File: config.mk
export PLATFORM = sky130hd
export DESIGN_NAME = dual_use_test_port
export DESIGN_NICKNAME = d
export VERILOG_FILES = /design/src/rtl/tpp_pkg.sv /design/src/rtl/tpp_pin_sync.sv /design/src/rtl/tpp_tap_fsm.sv /design/src/rtl/tpp_bscan_chain.sv /design/src/rtl/tpp_prog_shifter.sv /design/src/rtl/dual_use_test_port.sv
export SDC_FILE = /design/constraint.sdc
export NUM_CORES = 1
export LEC_CHECK = 0
export ABC_CLOCK_PERIOD_IN_PS = 2100
export CAP_MARGIN = 20
export CORE_AREA = 8 8 83 114
export CTS_BUF_LIST = sky130_fd_sc_hd__clkbuf_8 sky130_fd_sc_hd__clkbuf_16
export DETAILED_ROUTE_END_ITERATION = 12
export DIE_AREA = 0 0 91 122
export DONT_BUFFER_PORTS = 1
export PLACE_DENSITY = 0.59
export SLEW_MARGIN = 25
export SYNTH_ARGS = -nofsm -noshare
export SYNTH_HDL_FRONTEND = slang
export SYNTH_SLANG_ARGS = --single-unit
File: constraint.sdc
create_clock -name clk -period 2.1 [get_ports clk]
set_input_delay 0.63 -clock clk [delete_from_list [all_inputs] [get_ports clk]]
set_output_delay 0.63 -clock clk [all_outputs]
set_load 0.1 [all_outputs]
File: src/rtl/tpp_pkg.sv
package tpp_pkg;

   typedef enum logic [3:0] {
      ST_TLR, ST_RTI,
      ST_SEL_DR, ST_CAP_DR, ST_SH_DR, ST_EX1_DR, ST_PAU_DR, ST_EX2_DR, ST_UPD_DR,
      ST_SEL_IR, ST_CAP_IR, ST_SH_IR, ST_EX1_IR, ST_PAU_IR, ST_EX2_IR, ST_UPD_IR
   } tap_state_e;

   function automatic tap_state_e tap_next(tap_state_e s, logic tms);
      tap_state_e n;
      case (s)
         ST_TLR:    n = tms ? ST_TLR    : ST_RTI;
         ST_RTI:    n = tms ? ST_SEL_DR : ST_RTI;
         ST_SEL_DR: n = tms ? ST_SEL_IR : ST_CAP_DR;
         ST_CAP_DR: n = tms ? ST_EX1_DR : ST_SH_DR;
         ST_SH_DR:  n = tms ? ST_EX1_DR : ST_SH_DR;
         ST_EX1_DR: n = tms ? ST_UPD_DR : ST_PAU_DR;
         ST_PAU_DR: n = tms ? ST_EX2_DR : ST_PAU_DR;
         ST_EX2_DR: n = tms ? ST_UPD_DR : ST_SH_DR;
         ST_UPD_DR: n = tms ? ST_SEL_DR : ST_RTI;
         ST_SEL_IR: n = tms ? ST_TLR    : ST_CAP_IR;
         ST_CAP_IR: n = tms ? ST_EX1_IR : ST_SH_IR;
         ST_SH_IR:  n = tms ? ST_EX1_IR : ST_SH_IR;
         ST_EX1_IR: n = tms ? ST_UPD_IR : ST_PAU_IR;
         ST_PAU_IR: n = tms ? ST_EX2_IR : ST_PAU_IR;
         ST_EX2_IR: n = tms ? ST_UPD_IR : ST_SH_IR;
         ST_UPD_IR: n = tms ? ST_SEL_DR : ST_RTI;
         default:   n = ST_TLR;
      endcase
      return n;
   endfunction

endpackage

File: src/rtl/tpp_pin_sync.sv
module tpp_pin_sync #(
   parameter int             W       = 1,
   parameter int             STAGES  = 2,
   parameter logic [W-1:0]   RST_VAL = '0
) (
   input  logic         clk,
   input  logic         rst_n,
   input  logic [W-1:0] d,
   output logic [W-1:0] q
);

   generate
      if (STAGES < 2) begin : g_bad_stages
         $error("tpp_pin_sync: STAGES must be at least 2");
      end
   endgenerate

   logic [STAGES-1:0][W-1:0] stg;

   always_ff @(posedge clk or negedge rst_n) begin
      if (!rst_n) begin
         stg <= {STAGES{RST_VAL}};
      end else begin
         stg[0] <= d;
         for (int i = 1; i < STAGES; i++) begin
            stg[i] <= stg[i-1];
         end
      end
   end

   assign q = stg[STAGES-1];

endmodule

File: src/rtl/tpp_tap_fsm.sv
module tpp_tap_fsm
   import tpp_pkg::*;
(
   input  logic       clk,
   input  logic       rst_n,
   input  logic       hold,
   input  logic       step,
   input  logic       tms,
   output tap_state_e state
);

   always_ff @(posedge clk or negedge rst_n) begin
      if (!rst_n) begin
         state <= ST_TLR;
      end else if (hold) begin
         state <= ST_TLR;
      end else if (step) begin
         state <= tap_next(state, tms);
      end
   end

   // a held controller sits in Test-Logic-Reset next cycle
   p_hold_tlr_r12: assert property (@(posedge clk) disable iff (!rst_n)
      hold |=> state == ST_TLR);

   // the controller moves only on a test-clock rising edge
   p_step_only_r2: assert property (@(posedge clk) disable iff (!rst_n)
      (!step && !hold) |=> $stable(state));

   // mode select high keeps Test-Logic-Reset
   p_tlr_sticky_r2: assert property (@(posedge clk) disable iff (!rst_n)
      (state == ST_TLR && tms) |=> state == ST_TLR);

endmodule

File: src/rtl/tpp_bscan_chain.sv
module tpp_bscan_chain #(
   parameter int N_TRI = 4,
   parameter int N_IN  = 2
) (
   input  logic                  clk,
   input  logic                  rst_n,
   input  logic                  capture,
   input  logic                  shift,
   input  logic                  update,
   input  logic                  tdi,
   input  logic [N_TRI+N_IN-1:0] pad_in,
   input  logic [N_TRI-1:0]      sys_out,
   input  logic [N_TRI-1:0]      sys_oe,
   output logic                  tdo_bit,
   output logic [N_TRI-1:0]      upd_out,
   output logic [N_TRI-1:0]      upd_oe
);

   localparam int LEN = 3 * N_TRI + N_IN;

   generate
      if (N_TRI < 1 || N_IN < 0) begin : g_bad_counts
         $error("tpp_bscan_chain: need at least one three-state pad");
      end
   endgenerate

   logic [LEN-1:0] cap_vec;
   logic [LEN-1:0] sh;

   generate
      for (genvar k = 0; k < N_TRI; k++) begin : g_tri_cell
         assign cap_vec[3*k]   = pad_in[k];
         assign cap_vec[3*k+1] = sys_out[k];
         assign cap_vec[3*k+2] = sys_oe[k];
      end
      if (N_IN > 0) begin : g_in_cells
         for (genvar j = 0; j < N_IN; j++) begin : g_in_cell
            assign cap_vec[3*N_TRI+j] = pad_in[N_TRI+j];
         end
      end
   endgenerate

   always_ff @(posedge clk or negedge rst_n) begin
      if (!rst_n) begin
         sh <= '0;
      end else if (capture) begin
         sh <= cap_vec;
      end else if (shift) begin
         sh <= {tdi, sh[LEN-1:1]};
      end
   end

   always_ff @(posedge clk or negedge rst_n) begin
      if (!rst_n) begin
         upd_out <= '0;
         upd_oe  <= '0;
      end else if (update) begin
         for (int k = 0; k < N_TRI; k++) begin
            upd_out[k] <= sh[3*k+1];
            upd_oe[k]  <= sh[3*k+2];
         end
      end
   end

   assign tdo_bit = sh[0];

   // each shift moves data-in into the far end of the chain
   p_chain_shift_r5: assert property (@(posedge clk) disable iff (!rst_n)
      (shift && !capture) |=> sh[LEN-1] == $past(tdi));

   // capture takes the first pad input into the cell nearest data out
   p_chain_capture_r5: assert property (@(posedge clk) disable iff (!rst_n)
      capture |=> sh[0] == $past(pad_in[0]));

endmodule

File: src/rtl/tpp_prog_shifter.sv
module tpp_prog_shifter #(
   parameter int PROG_W = 8
) (
   input  logic              clk,
   input  logic              rst_n,
   input  logic              en,
   input  logic              edge_rise,
   input  logic              mode,
   input  logic              sdi,
   output logic [PROG_W-1:0] data,
   output logic              ctl_valid,
   output logic              ctl_bit
);

   logic do_shift;
   logic do_ctl;
   logic [PROG_W-1:0] nxt;

   assign do_shift = en && edge_rise && !mode;
   assign do_ctl   = en && edge_rise && mode;

   generate
      if (PROG_W == 1) begin : g_one_bit
         assign nxt = sdi;
      end else begin : g_wide
         assign nxt = {sdi, data[PROG_W-1:1]};
      end
   endgenerate

   always_ff @(posedge clk or negedge rst_n) begin
      if (!rst_n) begin
         data <= '0;
      end else if (do_shift) begin
         data <= nxt;
      end
   end

   always_ff @(posedge clk or negedge rst_n) begin
      if (!rst_n) begin
         ctl_valid <= 1'b0;
         ctl_bit   <= 1'b0;
      end else begin
         ctl_valid <= do_ctl;
         if (do_ctl) begin
            ctl_bit <= sdi;
         end
      end
   end

   // a data edge lands the serial bit in the MSB
   p_shift_in_r10: assert property (@(posedge clk) disable iff (!rst_n)
      (en && edge_rise && !mode) |=> data[PROG_W-1] == $past(sdi));

   // a control edge leaves the word alone and raises the strobe
   p_ctl_hold_r11: assert property (@(posedge clk) disable iff (!rst_n)
      (en && edge_rise && mode) |=> ($stable(data) && ctl_valid));

   // nothing shifts while the pins belong to the test port
   p_idle_r1: assert property (@(posedge clk) disable iff (!rst_n)
      !en |=> $stable(data));

endmodule

File: src/rtl/dual_use_test_port.sv
module dual_use_test_port
   import tpp_pkg::*;
#(
   parameter int N_TRI       = 4,
   parameter int N_IN        = 2,
   parameter int PROG_W      = 8,
   parameter int SYNC_STAGES = 2,
   parameter int IR_W        = 2,
   parameter int SAMPLE_CODE = 1
) (
   input  logic                  clk,
   input  logic                  rst_n,
   input  logic                  trst_n,
   input  logic                  sel_jtag,
   input  logic                  pin_ms,
   input  logic                  pin_di,
   input  logic                  pin_ck,
   output logic                  pin_do,
   output logic                  pin_do_en,
   output logic                  prog_mode,
   output logic [PROG_W-1:0]     prog_data,
   output logic                  prog_ctl_valid,
   output logic                  prog_ctl_bit,
   input  logic [N_TRI-1:0]      sys_out,
   input  logic [N_TRI-1:0]      sys_oe,
   input  logic [N_TRI+N_IN-1:0] pad_in,
   output logic [N_TRI-1:0]      pad_out,
   output logic [N_TRI-1:0]      pad_oe
);

   localparam logic [IR_W-1:0] IR_BYP = '1;
   localparam logic [IR_W-1:0] IR_EXT = '0;
   localparam logic [IR_W-1:0] IR_SMP = IR_W'(SAMPLE_CODE);
   localparam logic [IR_W-1:0] IR_CAP = IR_W'(1);

   generate
      if (IR_W < 2) begin : g_bad_irw
         $error("dual_use_test_port: IR_W must be at least 2");
      end
      if (SAMPLE_CODE == 0 || SAMPLE_CODE >= (1 << IR_W) - 1) begin : g_bad_smp
         $error("dual_use_test_port: SAMPLE_CODE clashes with EXTEST or BYPASS");
      end
   endgenerate

   // pin synchronisation: {trst, sel, ck, di, ms}
   logic [4:0] pins_s;
   logic trst_s, sel_s, ck_s, di_s, ms_s;

   tpp_pin_sync #(
      .W       (5),
      .STAGES  (SYNC_STAGES),
      .RST_VAL (5'b10000)
   ) u_sync (
      .clk   (clk),
      .rst_n (rst_n),
      .d     ({trst_n, sel_jtag, pin_ck, pin_di, pin_ms}),
      .q     (pins_s)
   );

   assign {trst_s, sel_s, ck_s, di_s, ms_s} = pins_s;

   logic ck_q, sel_q;
   always_ff @(posedge clk or negedge rst_n) begin
      if (!rst_n) begin
         ck_q  <= 1'b0;
         sel_q <= 1'b0;
      end else begin
         ck_q  <= ck_s;
         sel_q <= sel_s;
      end
   end

   logic ck_rise, ck_fall, sel_fell, sel_rose;
   assign ck_rise  = ck_s & ~ck_q;
   assign ck_fall  = ~ck_s & ck_q;
   assign sel_fell = sel_q & ~sel_s;
   assign sel_rose = ~sel_q & sel_s;

   // programming-mode flag
   always_ff @(posedge clk or negedge rst_n) begin
      if (!rst_n) begin
         prog_mode <= 1'b0;
      end else if (sel_fell) begin
         prog_mode <= 1'b1;
      end else if (sel_rose) begin
         prog_mode <= 1'b0;
      end
   end

   // test-port controller
   logic       hold, step;
   tap_state_e state;

   assign hold = !trst_s || !sel_s;
   assign step = ck_rise && sel_s;

   tpp_tap_fsm u_fsm (
      .clk   (clk),
      .rst_n (rst_n),
      .hold  (hold),
      .step  (step),
      .tms   (ms_s),
      .state (state)
   );

   logic cap_dr, sh_dr, upd_dr, cap_ir, sh_ir, upd_ir;
   assign cap_dr = step && state == ST_CAP_DR;
   assign sh_dr  = step && state == ST_SH_DR;
   assign upd_dr = step && state == ST_UPD_DR;
   assign cap_ir = step && state == ST_CAP_IR;
   assign sh_ir  = step && state == ST_SH_IR;
   assign upd_ir = step && state == ST_UPD_IR;

   // instruction register
   logic [IR_W-1:0] ir_sh, ir;
   always_ff @(posedge clk or negedge rst_n) begin
      if (!rst_n) begin
         ir_sh <= '0;
         ir    <= IR_BYP;
      end else if (hold || state == ST_TLR) begin
         ir    <= IR_BYP;
      end else begin
         if (cap_ir) begin
            ir_sh <= IR_CAP;
         end else if (sh_ir) begin
            ir_sh <= {di_s, ir_sh[IR_W-1:1]};
         end
         if (upd_ir) begin
            ir <= ir_sh;
         end
      end
   end

   logic bsel;
   assign bsel = (ir == IR_EXT) || (ir == IR_SMP);

   // bypass bit
   logic byp;
   always_ff @(posedge clk or negedge rst_n) begin
      if (!rst_n) begin
         byp <= 1'b0;
      end else if (cap_dr) begin
         byp <= 1'b0;
      end else if (sh_dr) begin
         byp <= di_s;
      end
   end

   // boundary register
   logic              chain_tdo;
   logic [N_TRI-1:0]  upd_out, upd_oe;

   tpp_bscan_chain #(
      .N_TRI (N_TRI),
      .N_IN  (N_IN)
   ) u_chain (
      .clk     (clk),
      .rst_n   (rst_n),
      .capture (cap_dr && bsel),
      .shift   (sh_dr && bsel),
      .update  (upd_dr && bsel),
      .tdi     (di_s),
      .pad_in  (pad_in),
      .sys_out (sys_out),
      .sys_oe  (sys_oe),
      .tdo_bit (chain_tdo),
      .upd_out (upd_out),
      .upd_oe  (upd_oe)
   );

   // data-out register, loaded on the falling test-clock edge
   logic tdo_q, tdo_en_q;
   always_ff @(posedge clk or negedge rst_n) begin
      if (!rst_n) begin
         tdo_q    <= 1'b0;
         tdo_en_q <= 1'b0;
      end else if (hold) begin
         tdo_en_q <= 1'b0;
      end else if (ck_fall) begin
         tdo_en_q <= (state == ST_SH_DR) || (state == ST_SH_IR);
         tdo_q    <= (state == ST_SH_IR) ? ir_sh[0] :
                     (bsel ? chain_tdo : byp);
      end
   end

   // programming path
   tpp_prog_shifter #(
      .PROG_W (PROG_W)
   ) u_prog (
      .clk       (clk),
      .rst_n     (rst_n),
      .en        (!sel_s),
      .edge_rise (ck_rise),
      .mode      (ms_s),
      .sdi       (di_s),
      .data      (prog_data),
      .ctl_valid (prog_ctl_valid),
      .ctl_bit   (prog_ctl_bit)
   );

   assign pin_do    = sel_s ? tdo_q : prog_data[0];
   assign pin_do_en = sel_s ? tdo_en_q : 1'b1;

   // pad steering
   logic extest_on;
   assign extest_on = sel_s && (ir == IR_EXT);

   generate
      for (genvar k = 0; k < N_TRI; k++) begin : g_pad
         always_comb begin
            if (prog_mode) begin
               pad_out[k] = 1'b0;
               pad_oe[k]  = 1'b0;
            end else if (extest_on) begin
               pad_out[k] = upd_out[k];
               pad_oe[k]  = upd_oe[k];
            end else begin
               pad_out[k] = sys_out[k];
               pad_oe[k]  = sys_oe[k];
            end
         end
      end
   endgenerate

   // a falling select edge enters programming mode
   p_prog_entry_r8: assert property (@(posedge clk) disable iff (!rst_n)
      sel_fell |=> prog_mode);

   // a rising select edge leaves programming mode
   p_prog_exit_r9: assert property (@(posedge clk) disable iff (!rst_n)
      sel_rose |=> !prog_mode);

   // Test-Logic-Reset leaves BYPASS selected
   p_ir_tlr_r3: assert property (@(posedge clk) disable iff (!rst_n)
      (state == ST_TLR) |=> ir == IR_BYP);

   // data out turns on only from a shift state
   p_tdo_shift_only_r7: assert property (@(posedge clk) disable iff (!rst_n)
      $rose(tdo_en_q) |-> (state == ST_SH_DR || state == ST_SH_IR));

   // no pad enable survives programming mode
   p_pads_off_r8: assert property (@(posedge clk) disable iff (!rst_n)
      prog_mode |-> pad_oe == '0);

endmodule

==> results.py <==
metrics = {
    "synth": {
        "synthCells": 233,
        "synth_warnings": 0,
        "synthArstFlopShare_pct": 100.0,
        "synth_top_area_share_pct": 49.38,
        "syn_nets": 255,
        "synth.cell_area_mm2": 0.002635,
        "synth_area_leader_cell": "dfrtp_1",
        "avgSynthCellArea_um2": 11.31,
        "synth_flop_cell": "dfrtp_1",
        "seq_area_frac_synth_pct": 53.37,
        "synthTopCellsByCount": "52 x dfrtp_1, 24 x mux2i_1, 22 x nand2_1, 21 x nor2_1, 20 x o21ai_0",
        "synth_cell_types": 44,
        "synth.most_common_cell": "dfrtp_1",
        "synth.area.top_cells": "dfrtp_1 49%, mux2i_1 9.1%, mux2_2 8.1%",
        "ys_ff_latch": 56,
        "synth_edf_count": 0,
    },
    "detailed_routing": {
        "wl_um": 5457,
        "drc": 0,
        "antenna_left": 0,
        "via_per_inst": 5.113,
        "vias": 1810,
        "first_iter_violations": 58,
        "wl_per_cell_um": 15.42,
        "drtPass1Iterations": 6,
    },
    "cts": {
        "numCtsBuffers": 5,
        "clock_latency_ns": 0.31,
        "cts.path.max_buffers": 2,
        "cts_sinks": 56,
        "root_buffer": "clkbuf_8",
        "cts_tree": "yes",
        "h-tree-depth": 2,
        "clkTransAtPathRegs_ns": 0.11,
    },
    "sta": {
        "finalSetupViolCount": 9,
        "rsz0062_at_grt": "true",
        "fin_ws_ns": -0.1498,
        "fin_crit_sh_pct": 107.1,
        "skew_ns": 0.007752,
        "clock.fmax_mhz": 444.5,
        "relSlewSlack_pct": 38.15,
        "worst_pin_slew_ns": 0.9278,
        "fin_tns_setup_ns": -1.153,
        "hold_viol": 0,
        "min_period_ns": 2.250,
        "slew_viol_final": 0,
    },
    "pwr": {
        "powerDensity_mw_per_mm2": 761.4,
        "seq_power_share_pct": 59.3,
        "switching_share_pct": 38.89,
        "p_int_mw": 1.527,
        "vdd_drop_max_mv": 0.5559,
        "clkPwrFrac_pct": 25.3,
        "pwr-share-comb_pct": 15.4,
        "p_sw_mw": 0.9717,
        "power_leakage_nw": 1.373,
    },
    "place": {
        "place_inst": 344,
        "placed_area_mm2": 0.003053,
        "dpl.hpwl_um": 3865,
        "place.gp.congestion": 0.7793,
        "port_buffers": 0,
    },
    "floorplanning": {
        "die_y_um": 122,
        "initial_utilization_pct": 34.21,
        "core-area_mm2": 0.007702,
        "core.rowCount": 38,
        "dieArea_mm2": 0.01110,
        "die_w_um": 91,
        "pin_count": 42,
    },
    "setup_path": {
        "endpoint_kind": "primary output",
        "arrival_ns": 1.62,
        "worstSetupPathType": "flop to primary output",
        "crit_fanout": 8,
        "start_kind": "flop",
        "crit_required_ns": 1.47,
    },
    "run_status": {
        "violations": "setup timing",
        "outcome": "finished with violations",
    },
    "layout": {
        "multiInputGateArea_mm2": 0.001277,
        "final-seq-area_mm2": 0.001409,
        "antenna_cells": 0,
        "nNetsFinal": 275,
        "stdcell_area_mm2": 0.003282,
        "syn_to_final_growth_pct": 24.55,
        "drive_gt1_share_pct": 31.89,
        "fillerInstances": 739,
        "instances_no_fill": 354,
    },
    "min_path": {
        "hold_class": "input pin to asynchronous set/reset pin",
    },
    "grt": {
        "grt_max_degree": 53,
        "grt_use_total_pct": 10.09,
        "grt_pass1_vias": 1868,
        "grt_pass1_wl_um": 9177,
        "grt_overflow_total": 0,
        "antenna_found_initial": 0,
    },
    "job": {
        "maxCapViolCount": 0,
    },
}
state kept, by name, indices dropped and copies added (netlist names), 2 cells and up:
name / flops
u_chain.sh: 14
u_prog.data: 8
u_sync.q: 5
u_sync.stg: 5
u_chain.upd_oe: 4
u_chain.upd_out: 4
u_fsm.state: 4
ir: 2
ir_sh: 2
layout by cell type (no fill, tap or decap), types with 2 or more instances in the layout:
cell type / synthesis / routed
nand2b_1: 4 / 4
mux2_2: 19 / 19
o211ai_1: 3 / 3
o21ai_0: 20 / 20
a31oi_1: 2 / 2
nand4_1: 2 / 2
mux2i_1: 24 / 16
nand3_1: 2 / 2
inv_1: 6 / 5
nor2_1: 21 / 13
dfrtp_1: 52 / 50
dfrtp_2: 0 / 2
mux2i_4: 0 / 8
nor2_4: 0 / 8
a211oi_1: 2 / 2
nor3_1: 2 / 2
nor2b_1: 4 / 4
a221o_1: 2 / 2
clkbuf_8: 0 / 5
a21oi_1: 8 / 8
buf_12: 0 / 10
nand2_1: 22 / 22
buf_4: 2 / 16
inv_6: 0 / 2
dfstp_2: 4 / 4
area by class of cell:
class                           count  share of cell area, %
Timing Repair Buffer               27                  10.60
Sequential cell                    56                  42.93
Tap cell                          100                  3.812
Clock inverter                      3                 0.8769
Inverter                            6                 0.7625
Multi-Input combinational cell    157                  38.93
Clock buffer                        5                  2.097
worst max-delay path, cell delays in order (launching register included):
cell	delay (ns)
dfstp_2	0.40
nor3_4	0.20
buf_12	0.20
mux2i_4	0.27
nor2_4	0.05
buf_12	0.18
cell families (layout without fill, tap and decap cells):
family | count (synthesis) | after routing | share of synthesized area (%)
muxes | 43 | 43 | 17.24
adders and majority gates | 1 | 1 | 0.4748
buffers and inverters | 20 | 41 | 4.225
and+or+nand+nor | 65 | 65 | 12.77
AOI/OAI and AO/OA | 47 | 47 | 11.59
xor gates and xnor gates | 1 | 1 | 0.3324
DFF | 56 | 56 | 53.37
power groups by stage:
stage,registers [mW],clock network [mW],logic [mW]
final,1.48,0.632,0.384
after detailed placement,1.51,0,0.353
after global routing,1.50,0.695,0.402
after CTS,1.49,0.664,0.388
after global placement,1.51,0,0.349
after floorplan,1.50,0,0.250
routing by layer:
metal	part of all wire, %	GRT usage (%)	vias up
li1	-	-	867
met4	0.71	3.083	0
met2	52	17.93	49
met1	43	11.54	889
met5	0	0	-
met3	4.8	2.709	5
stage by stage:
stage | utilization, % | worst slack [ns] | power (mW) | hold WS, ns
3_5_place_dp | 39.64 | 0.1534 | 1.861 | 0.3347
6_report | 42.61 | -0.1498 | 2.499 | 0.1436
5_1_grt | 42.61 | -0.2465 | 2.593 | 0.1237
3_3_place_gp | 39.64 | 0.1897 | 1.856 | 0.3319
4_1_cts | 42.61 | -0.1808 | 2.539 | 0.1287
2_1_floorplan | - | -0.1069 | 1.747 | 0.3312
worst paths after layout:
kind / startpoint / slack (ns) / cells past startpoint / end
worst max-delay path: ir[1] / -0.15 / 5 / pad_oe[2]
worst min-delay path: rst_n / 0.14 / 0 / u_sync.q[4]
worst max register to register: u_sync.q[2] / 0.27 / 4 / u_chain.sh[6]
worst min register to register: u_sync.stg[0] / 0.36 / 0 / u_sync.q[0]
max in group asynchronous: rst_n / 1.71 / 1 / prog_mode
min in group clk: trst_n / 0.30 / 0 / u_sync.stg[4]
what timing repair did:
action                     4_1_cts  5_1_grt
pin swaps                        4        3
hold endpoints to repair        52        0
hold buffers                     1        0
cloned                           0        0
gates resized for setup         15        0
buffers inserted                 1        0
setup endpoints to repair        9        9
(Power assumes the default switching activity.)
